### config.mk
export PLATFORM = sky130hd
export DESIGN_NAME = spi_hold_front
export DESIGN_NICKNAME = d
export VERILOG_FILES = /design/src/rtl/spi_hold_pkg.sv /design/src/rtl/spi_pin_sync.sv /design/src/rtl/spi_hold_ctrl.sv /design/src/rtl/spi_shift_path.sv /design/src/rtl/spi_hold_front.sv
export SDC_FILE = /design/constraint.sdc
export NUM_CORES = 1
export LEC_CHECK = 0
export ABC_AREA = 1
export BUFFER_PORTS_ARGS = -buffer_cell sky130_fd_sc_hd__buf_4
export CAP_MARGIN = 20
export CELL_PAD_IN_SITES_DETAIL_PLACEMENT = 1
export CELL_PAD_IN_SITES_GLOBAL_PLACEMENT = 1
export CORE_MARGIN = 8
export CORE_UTILIZATION = 46
export CTS_CLUSTER_SIZE = 24
export DETAILED_ROUTE_END_ITERATION = 6
export PLACE_DENSITY = 0.86
export SLEW_MARGIN = 40
export SYNTH_ARGS = -nofsm -noshare
export SYNTH_HDL_FRONTEND = slang
export SYNTH_SLANG_ARGS = --single-unit
### constraint.sdc
create_clock -name clk -period 3.7 [get_ports clk]
set_clock_uncertainty 0.05 [all_clocks]
set_input_delay 0.74 -clock clk [delete_from_list [all_inputs] [get_ports clk]]
set_output_delay 0.74 -clock clk [all_outputs]
set_load 0.005 [all_outputs]
### src/rtl/spi_hold_pkg.sv
package spi_hold_pkg;

  // Index of each pin inside the synchronized pin vector
  localparam int PIN_CS    = 0;
  localparam int PIN_SCK   = 1;
  localparam int PIN_MOSI  = 2;
  localparam int PIN_HOLD  = 3;
  localparam int PIN_COUNT = 4;

  // Strobes from control to datapath, valid for one system clock
  typedef struct packed {
    logic startSel;   // a new selection begins
    logic endSel;     // the current selection ends
    logic sampleBit;  // take one bit on a serial clock rise
    logic shiftOut;   // advance the output on a serial clock fall
    logic heldNow;    // transfer is currently paused
  } ctrlStrb_t;

endpackage

### src/rtl/spi_pin_sync.sv
module spi_pin_sync #(
  parameter int               WIDTH   = 4,
  parameter int               STAGES  = 2,
  parameter logic [WIDTH-1:0] RST_VAL = '0
) (
  input  logic             clk,
  input  logic             rstN,
  input  logic [WIDTH-1:0] pinIn,
  output logic [WIDTH-1:0] pinSync
);

  logic [STAGES-1:0][WIDTH-1:0] chain;

  always_ff @(posedge clk or negedge rstN) begin
    if (!rstN) begin
      chain <= {STAGES{RST_VAL}};
    end else begin
      chain[0] <= pinIn;
      for (int s = 1; s < STAGES; s++) chain[s] <= chain[s-1];
    end
  end

  assign pinSync = chain[STAGES-1];

endmodule

### src/rtl/spi_hold_ctrl.sv
module spi_hold_ctrl
  import spi_hold_pkg::*;
(
  input  logic      clk,
  input  logic      rstN,
  input  logic      csS,
  input  logic      sckS,
  input  logic      holdS,
  input  logic      txEnable,
  output ctrlStrb_t strb,
  output logic      misoOe
);

  logic csPrev, sckPrev, holdPrev;
  logic selected, held;
  logic csRise, csFall, sckRise, sckFall, holdRise, holdFall;
  logic active;

  // Previous values start at the sync chain reset values, so no edge
  // appears until a pin really moves after reset.
  always_ff @(posedge clk or negedge rstN) begin
    if (!rstN) begin
      csPrev   <= 1'b0;
      sckPrev  <= 1'b0;
      holdPrev <= 1'b1;
    end else begin
      csPrev   <= csS;
      sckPrev  <= sckS;
      holdPrev <= holdS;
    end
  end

  assign csRise   =  csS   & ~csPrev;
  assign csFall   = ~csS   &  csPrev;
  assign sckRise  =  sckS  & ~sckPrev;
  assign sckFall  = ~sckS  &  sckPrev;
  assign holdRise =  holdS & ~holdPrev;
  assign holdFall = ~holdS &  holdPrev;

  assign active = selected & ~held & ~csS;

  always_ff @(posedge clk or negedge rstN) begin
    if (!rstN) begin
      selected <= 1'b0;
      held     <= 1'b0;
    end else if (selected && csRise) begin
      selected <= 1'b0;
      held     <= 1'b0;
    end else if (!selected && csFall) begin
      selected <= 1'b1;
      held     <= 1'b0;
    end else if (selected) begin
      if (!held && holdFall && !sckS)     held <= 1'b1;
      else if (held && holdRise && !sckS) held <= 1'b0;
    end
  end

  assign strb.startSel  = ~selected & csFall;
  assign strb.endSel    =  selected & csRise;
  assign strb.sampleBit =  active & sckRise;
  assign strb.shiftOut  =  active & sckFall;
  assign strb.heldNow   =  held;

  assign misoOe = active & txEnable;

  // a pause can only begin from a selected state with the clock low
  p_enter_low_clk_r5: assert property (@(posedge clk) disable iff (!rstN)
    $rose(held) |-> ($past(selected) && !$past(sckS)));

  // leaving a pause inside a selection needs the clock low
  p_leave_low_clk_r6: assert property (@(posedge clk) disable iff (!rstN)
    ($fell(held) && selected) |-> !$past(sckS));

endmodule

### src/rtl/spi_shift_path.sv
module spi_shift_path
  import spi_hold_pkg::*;
#(
  parameter int DATA_W = 8,
  parameter int CNT_W  = 16
) (
  input  logic              clk,
  input  logic              rstN,
  input  ctrlStrb_t         strb,
  input  logic              mosiS,
  input  logic [DATA_W-1:0] txData,
  output logic              misoOut,
  output logic [DATA_W-1:0] rxByte,
  output logic              rxStrobe,
  output logic              txTake,
  output logic              deselStrobe,
  output logic [CNT_W-1:0]  deselBits,
  output logic              deselInHold
);

  localparam int IDX_W = $clog2(DATA_W);

  logic [CNT_W-1:0]  bitCnt;
  logic [DATA_W-1:0] rxShift;
  logic [DATA_W-1:0] txShift;
  logic              lastBit;
  logic              onBoundary;

  assign lastBit    = (bitCnt[IDX_W-1:0] == {IDX_W{1'b1}});
  assign onBoundary = (bitCnt[IDX_W-1:0] == '0);

  always_ff @(posedge clk or negedge rstN) begin
    if (!rstN) begin
      bitCnt      <= '0;
      rxShift     <= '0;
      rxByte      <= '0;
      rxStrobe    <= 1'b0;
      txShift     <= '0;
      txTake      <= 1'b0;
      deselStrobe <= 1'b0;
      deselBits   <= '0;
      deselInHold <= 1'b0;
    end else begin
      rxStrobe    <= 1'b0;
      txTake      <= 1'b0;
      deselStrobe <= 1'b0;

      if (strb.startSel) bitCnt <= '0;

      if (strb.sampleBit) begin
        rxShift <= {rxShift[DATA_W-2:0], mosiS};
        bitCnt  <= bitCnt + 1'b1;
        if (lastBit) begin
          rxStrobe <= 1'b1;
          rxByte   <= {rxShift[DATA_W-2:0], mosiS};
        end
      end

      if (strb.shiftOut) begin
        if (onBoundary) begin
          txShift <= txData;
          txTake  <= 1'b1;
        end else begin
          txShift <= {txShift[DATA_W-2:0], 1'b0};
        end
      end

      if (strb.endSel) begin
        deselStrobe <= 1'b1;
        deselBits   <= bitCnt;
        deselInHold <= strb.heldNow;
      end
    end
  end

  assign misoOut = txShift[DATA_W-1];

  // a byte strobe always leaves the count on a byte boundary
  p_byte_boundary_r1: assert property (@(posedge clk) disable iff (!rstN)
    rxStrobe |-> (bitCnt[IDX_W-1:0] == '0));

  // a paused cycle never moves the count
  p_count_frozen_r7: assert property (@(posedge clk) disable iff (!rstN)
    strb.heldNow |=> $stable(bitCnt));

  // the deselect report is a single-cycle pulse
  p_desel_pulse_r8: assert property (@(posedge clk) disable iff (!rstN)
    deselStrobe |=> !deselStrobe);

  // a load pulse only follows a boundary-aligned count
  p_take_aligned_r2: assert property (@(posedge clk) disable iff (!rstN)
    txTake |-> (bitCnt[IDX_W-1:0] == '0));

endmodule

### src/rtl/spi_hold_front.sv
module spi_hold_front
  import spi_hold_pkg::*;
#(
  parameter int DATA_W = 8,
  parameter int CNT_W  = 16
) (
  input  logic              clk,
  input  logic              rstN,
  input  logic              csNPin,
  input  logic              sckPin,
  input  logic              mosiPin,
  input  logic              holdNPin,
  input  logic [DATA_W-1:0] txData,
  input  logic              txEnable,
  output logic              misoOut,
  output logic              misoOe,
  output logic [DATA_W-1:0] rxByte,
  output logic              rxStrobe,
  output logic              txTake,
  output logic              deselStrobe,
  output logic [CNT_W-1:0]  deselBits,
  output logic              deselInHold
);

  // Select resets to "low" so a pin low through reset never looks like a fall.
  localparam logic [PIN_COUNT-1:0] SYNC_RST = PIN_COUNT'(1) << PIN_HOLD;

  logic [PIN_COUNT-1:0] pinRaw, pinS;
  ctrlStrb_t            strb;

  always_comb begin
    pinRaw           = '0;
    pinRaw[PIN_CS]   = csNPin;
    pinRaw[PIN_SCK]  = sckPin;
    pinRaw[PIN_MOSI] = mosiPin;
    pinRaw[PIN_HOLD] = holdNPin;
  end

  spi_pin_sync #(.WIDTH(PIN_COUNT), .STAGES(2), .RST_VAL(SYNC_RST)) u_sync (
    .clk(clk), .rstN(rstN), .pinIn(pinRaw), .pinSync(pinS)
  );

  spi_hold_ctrl u_ctrl (
    .clk(clk), .rstN(rstN),
    .csS(pinS[PIN_CS]), .sckS(pinS[PIN_SCK]), .holdS(pinS[PIN_HOLD]),
    .txEnable(txEnable), .strb(strb), .misoOe(misoOe)
  );

  spi_shift_path #(.DATA_W(DATA_W), .CNT_W(CNT_W)) u_path (
    .clk(clk), .rstN(rstN), .strb(strb), .mosiS(pinS[PIN_MOSI]),
    .txData(txData), .misoOut(misoOut), .rxByte(rxByte), .rxStrobe(rxStrobe),
    .txTake(txTake), .deselStrobe(deselStrobe), .deselBits(deselBits),
    .deselInHold(deselInHold)
  );

endmodule

==> metrics <==
status=finished, final reports clean; Worst EP arrival=2340 ps; Antenna diodes=0; hold_ws=307 ps; RSZ-0062 raised after global routing=no; post-synthesis compound-gate area fraction=10.1%; mean routed wirelength per cell=15.2 microns; number of synthesized flops with an enable pin=0; Syn. warnings=0; vias in the first global route=2628; share of layout cells above drive strength 1=20.8%; Multi-input gate area=0.00108 sq mm; via count=2468; Async S/R FF share, synth=100%; post-CTS setup buffers=0; placed insts=464; clk buf depth=2; first-pass GRT wire length=12600 microns; fin crit share=57.0%; clock root buffer=clkbuf_8; gr ovfl total=0; Total Routed Length=7300 microns; post-synthesis mux area share=0%; sequential element share of the synthesized area=58.1%; top cells by area, synth=dfrtp_1 (56%), nand2_1 (13%), o21ai_0 (6.1%), inv_1 (5.2%), nand3_1 (2.7%); # IOs=45; fin cells=480; CTS Sinks=72; Die H=98.2 microns; Setup crit end kind=flop; FF/Latch Area=0.00181 sq mm; CTS H-tree depth=3; Syn Inst Count=348; post-route ant nets=0; largest family of logic cells by synthesized area=simple AND/OR/NAND/NOR gates; Yosys top cell by area=dfrtp_1; f_max=474 MHz; flops & latches, synth=72; Area Growth Syn to Fin=20.0%; pre-CTS setup slack=1620 ps; Worst IR Drop VDD=267 uV; Yosys cell types=28; critical path class=flop to flop; post-synth net total=366; CTS tree=built; Hold-fix buffers, CTS=0; cells resized by post-CTS repair=0; mapped cell area=0.00311 sq mm; via/cell ratio=5.14; Pleak=1.88 nW; total track usage=15.9%; Design Power=2.09 mW; Synth Area in Adders=1.21%; Max FO, Critical Path=30; Syn Area/Cell=8.93 sq um; nets@finish=413; initial antenna violation count=0; Slew headroom=53.6%; Final setup viols=0; final routed DRC violation total=0; final count of hold timing violations=0; Fill cells=800; post-synth top area share=55.5%; Max-cap violations=0; Die W=98.2 microns; CP startpoint kind=flop; drt pass-1 iters=4; Tmin final=2110 ps; top_reg_cell synth=dfrtp_1; Clk pin slew, worst setup/hold paths=80 ps; starting density of the core=46.5%; fin worst setup slack=1590 ps; Hold Path Class=flop to flop; Starting DRT DRC Count=96; pin count of the biggest net entering global routing=73; Core Area=0.00668 sq mm; die area=0.00965 sq mm; TNS Setup=0 ps; DP HPWL=5010 microns; Synth Area in XOR/XNOR=0.282%; Worst Tran Pin Value=695 ps; Worst-Skew Late Latency=350 ps; Slew Viols, Final=0; Pwr Density=560 mW/mm^2; Required @ worst endpoint=3930 ps; GP Congestion=0.814; Port Buf Inserts=44; CTS Buf Count=9; simple-gate share of the synthesized area=23.0%; num rows=30
## metrics by stage
stage	area [sq um]	util (%)
after detailed placement	3490	52.2
after global routing	3730	55.9
after CTS	3730	55.9
after global placement	3480	52.2
after floorplan	3110	-
final	3730	55.9
## synth_stat cells, types with 3 or more instances
library cell  count
nand2_1         108
dfrtp_1          69
inv_1            43
o21ai_0          38
nor2_1           19
nand3_1          17
o21ai_2           9
nand4_1           7
nand3_2           4
a21oi_1           3
buf_6             3
clkbuf_1          3
dfstp_2           3
ha_1              3
## power breakdown
part,switching (mW),leakage [nW],total (mW),internal (mW)
clock,0.307,0.121,0.760,0.453
combinational,0.249,0.805,0.374,0.126
sequential,0.0604,0.953,0.956,0.895
## layout by cell type (no fill, tap or decap)
| master | n |
|---|---|
| nor3_4 | 1 |
| o31ai_1 | 1 |
| nor2_2 | 2 |
| clkbuf_8 | 9 |
| a21oi_1 | 3 |
| dfstp_2 | 3 |
| inv_6 | 1 |
| nor2_1 | 19 |
| buf_4 | 44 |
| nor3_1 | 2 |
| bufinv_16 | 3 |
| nand2_1 | 108 |
| inv_2 | 1 |
| o21ai_0 | 38 |
| dfrtp_1 | 69 |
| ha_1 | 3 |
| nand4_1 | 7 |
| o21ai_1 | 2 |
| nand3_1 | 17 |
| clkbuf_1 | 1 |
| o21ai_2 | 9 |
| nand3_2 | 4 |
| nand2_2 | 2 |
| nor2_4 | 1 |
| clkinv_4 | 2 |
| buf_6 | 1 |
| inv_1 | 43 |
| o21a_1 | 1 |
| o22ai_1 | 1 |
| nor4_1 | 1 |
| xor2_1 | 1 |
## final cells by class
cell class / instances / share of cell area (%)
clock buffers: 10 / 3.42
clock inverters: 6 / 3.12
well taps: 80 / 2.68
multi-input cells: 223 / 28.8
flip-flops and latches: 72 / 48.4
repair buffers: 45 / 9.15
inverters: 44 / 4.43
## kinds of logic (layout without fill, tap and decap cells)
family	count (synthesis)	in the layout
AO/OA/AOI/OAI	55	55
XOR/XNOR	1	1
adder cells (fa/ha/maj)	3	3
buffers and inverters	53	105
flip-flops	72	72
AND/OR/NAND/NOR	164	164
## worst paths after layout
check	from	end	slack (ps)	cells after the start
worst max register to register	u_ctrl.held$_DFFE_PN0P_	u_path.rxByte[0]$_DFFE_PN0P_	1590	7
worst min-delay path	u_sync.chain[2]$_DFF_PN0_	u_sync.pinSync[2]$_DFF_PN0_	310	0
worst min register to register	u_sync.chain[2]$_DFF_PN0_	u_sync.pinSync[2]$_DFF_PN0_	310	0
max in group asynchronous	rstN	u_path.bitCnt[14]$_DFFE_PN0P_	2790	1
worst max-delay path	u_ctrl.held$_DFFE_PN0P_	u_path.rxByte[0]$_DFFE_PN0P_	1590	7
min in group asynchronous	rstN	u_path.txShift[3]$_DFFE_PN0P_	340	1
## worst max-delay path, cell delays in order, from the launching register on
cell     delay, ps
dfrtp_1        390
inv_1          130
nand3_2        180
nor2_4         580
nand2_2        380
inv_1          180
nand2_1         70
nand2_1         60
## metal layers
metal	share of wire [%]	wire (microns)	global-route usage, %
met5	0	0	0
met4	1.1	78	4.01
met3	4.3	317	5.48
met2	51	3750	27.5
met1	43	3160	18.5
## registers in the layout (all words and copies together), names as in the netlist, 4 cells and up
register,cells
u_sync.chain,4
u_path.deselBits,16
u_path.txShift,8
u_sync.pinSync,4
u_path.rxByte,8
u_path.rxShift,7
u_path.bitCnt,16
(Power assumes the default switching activity.)
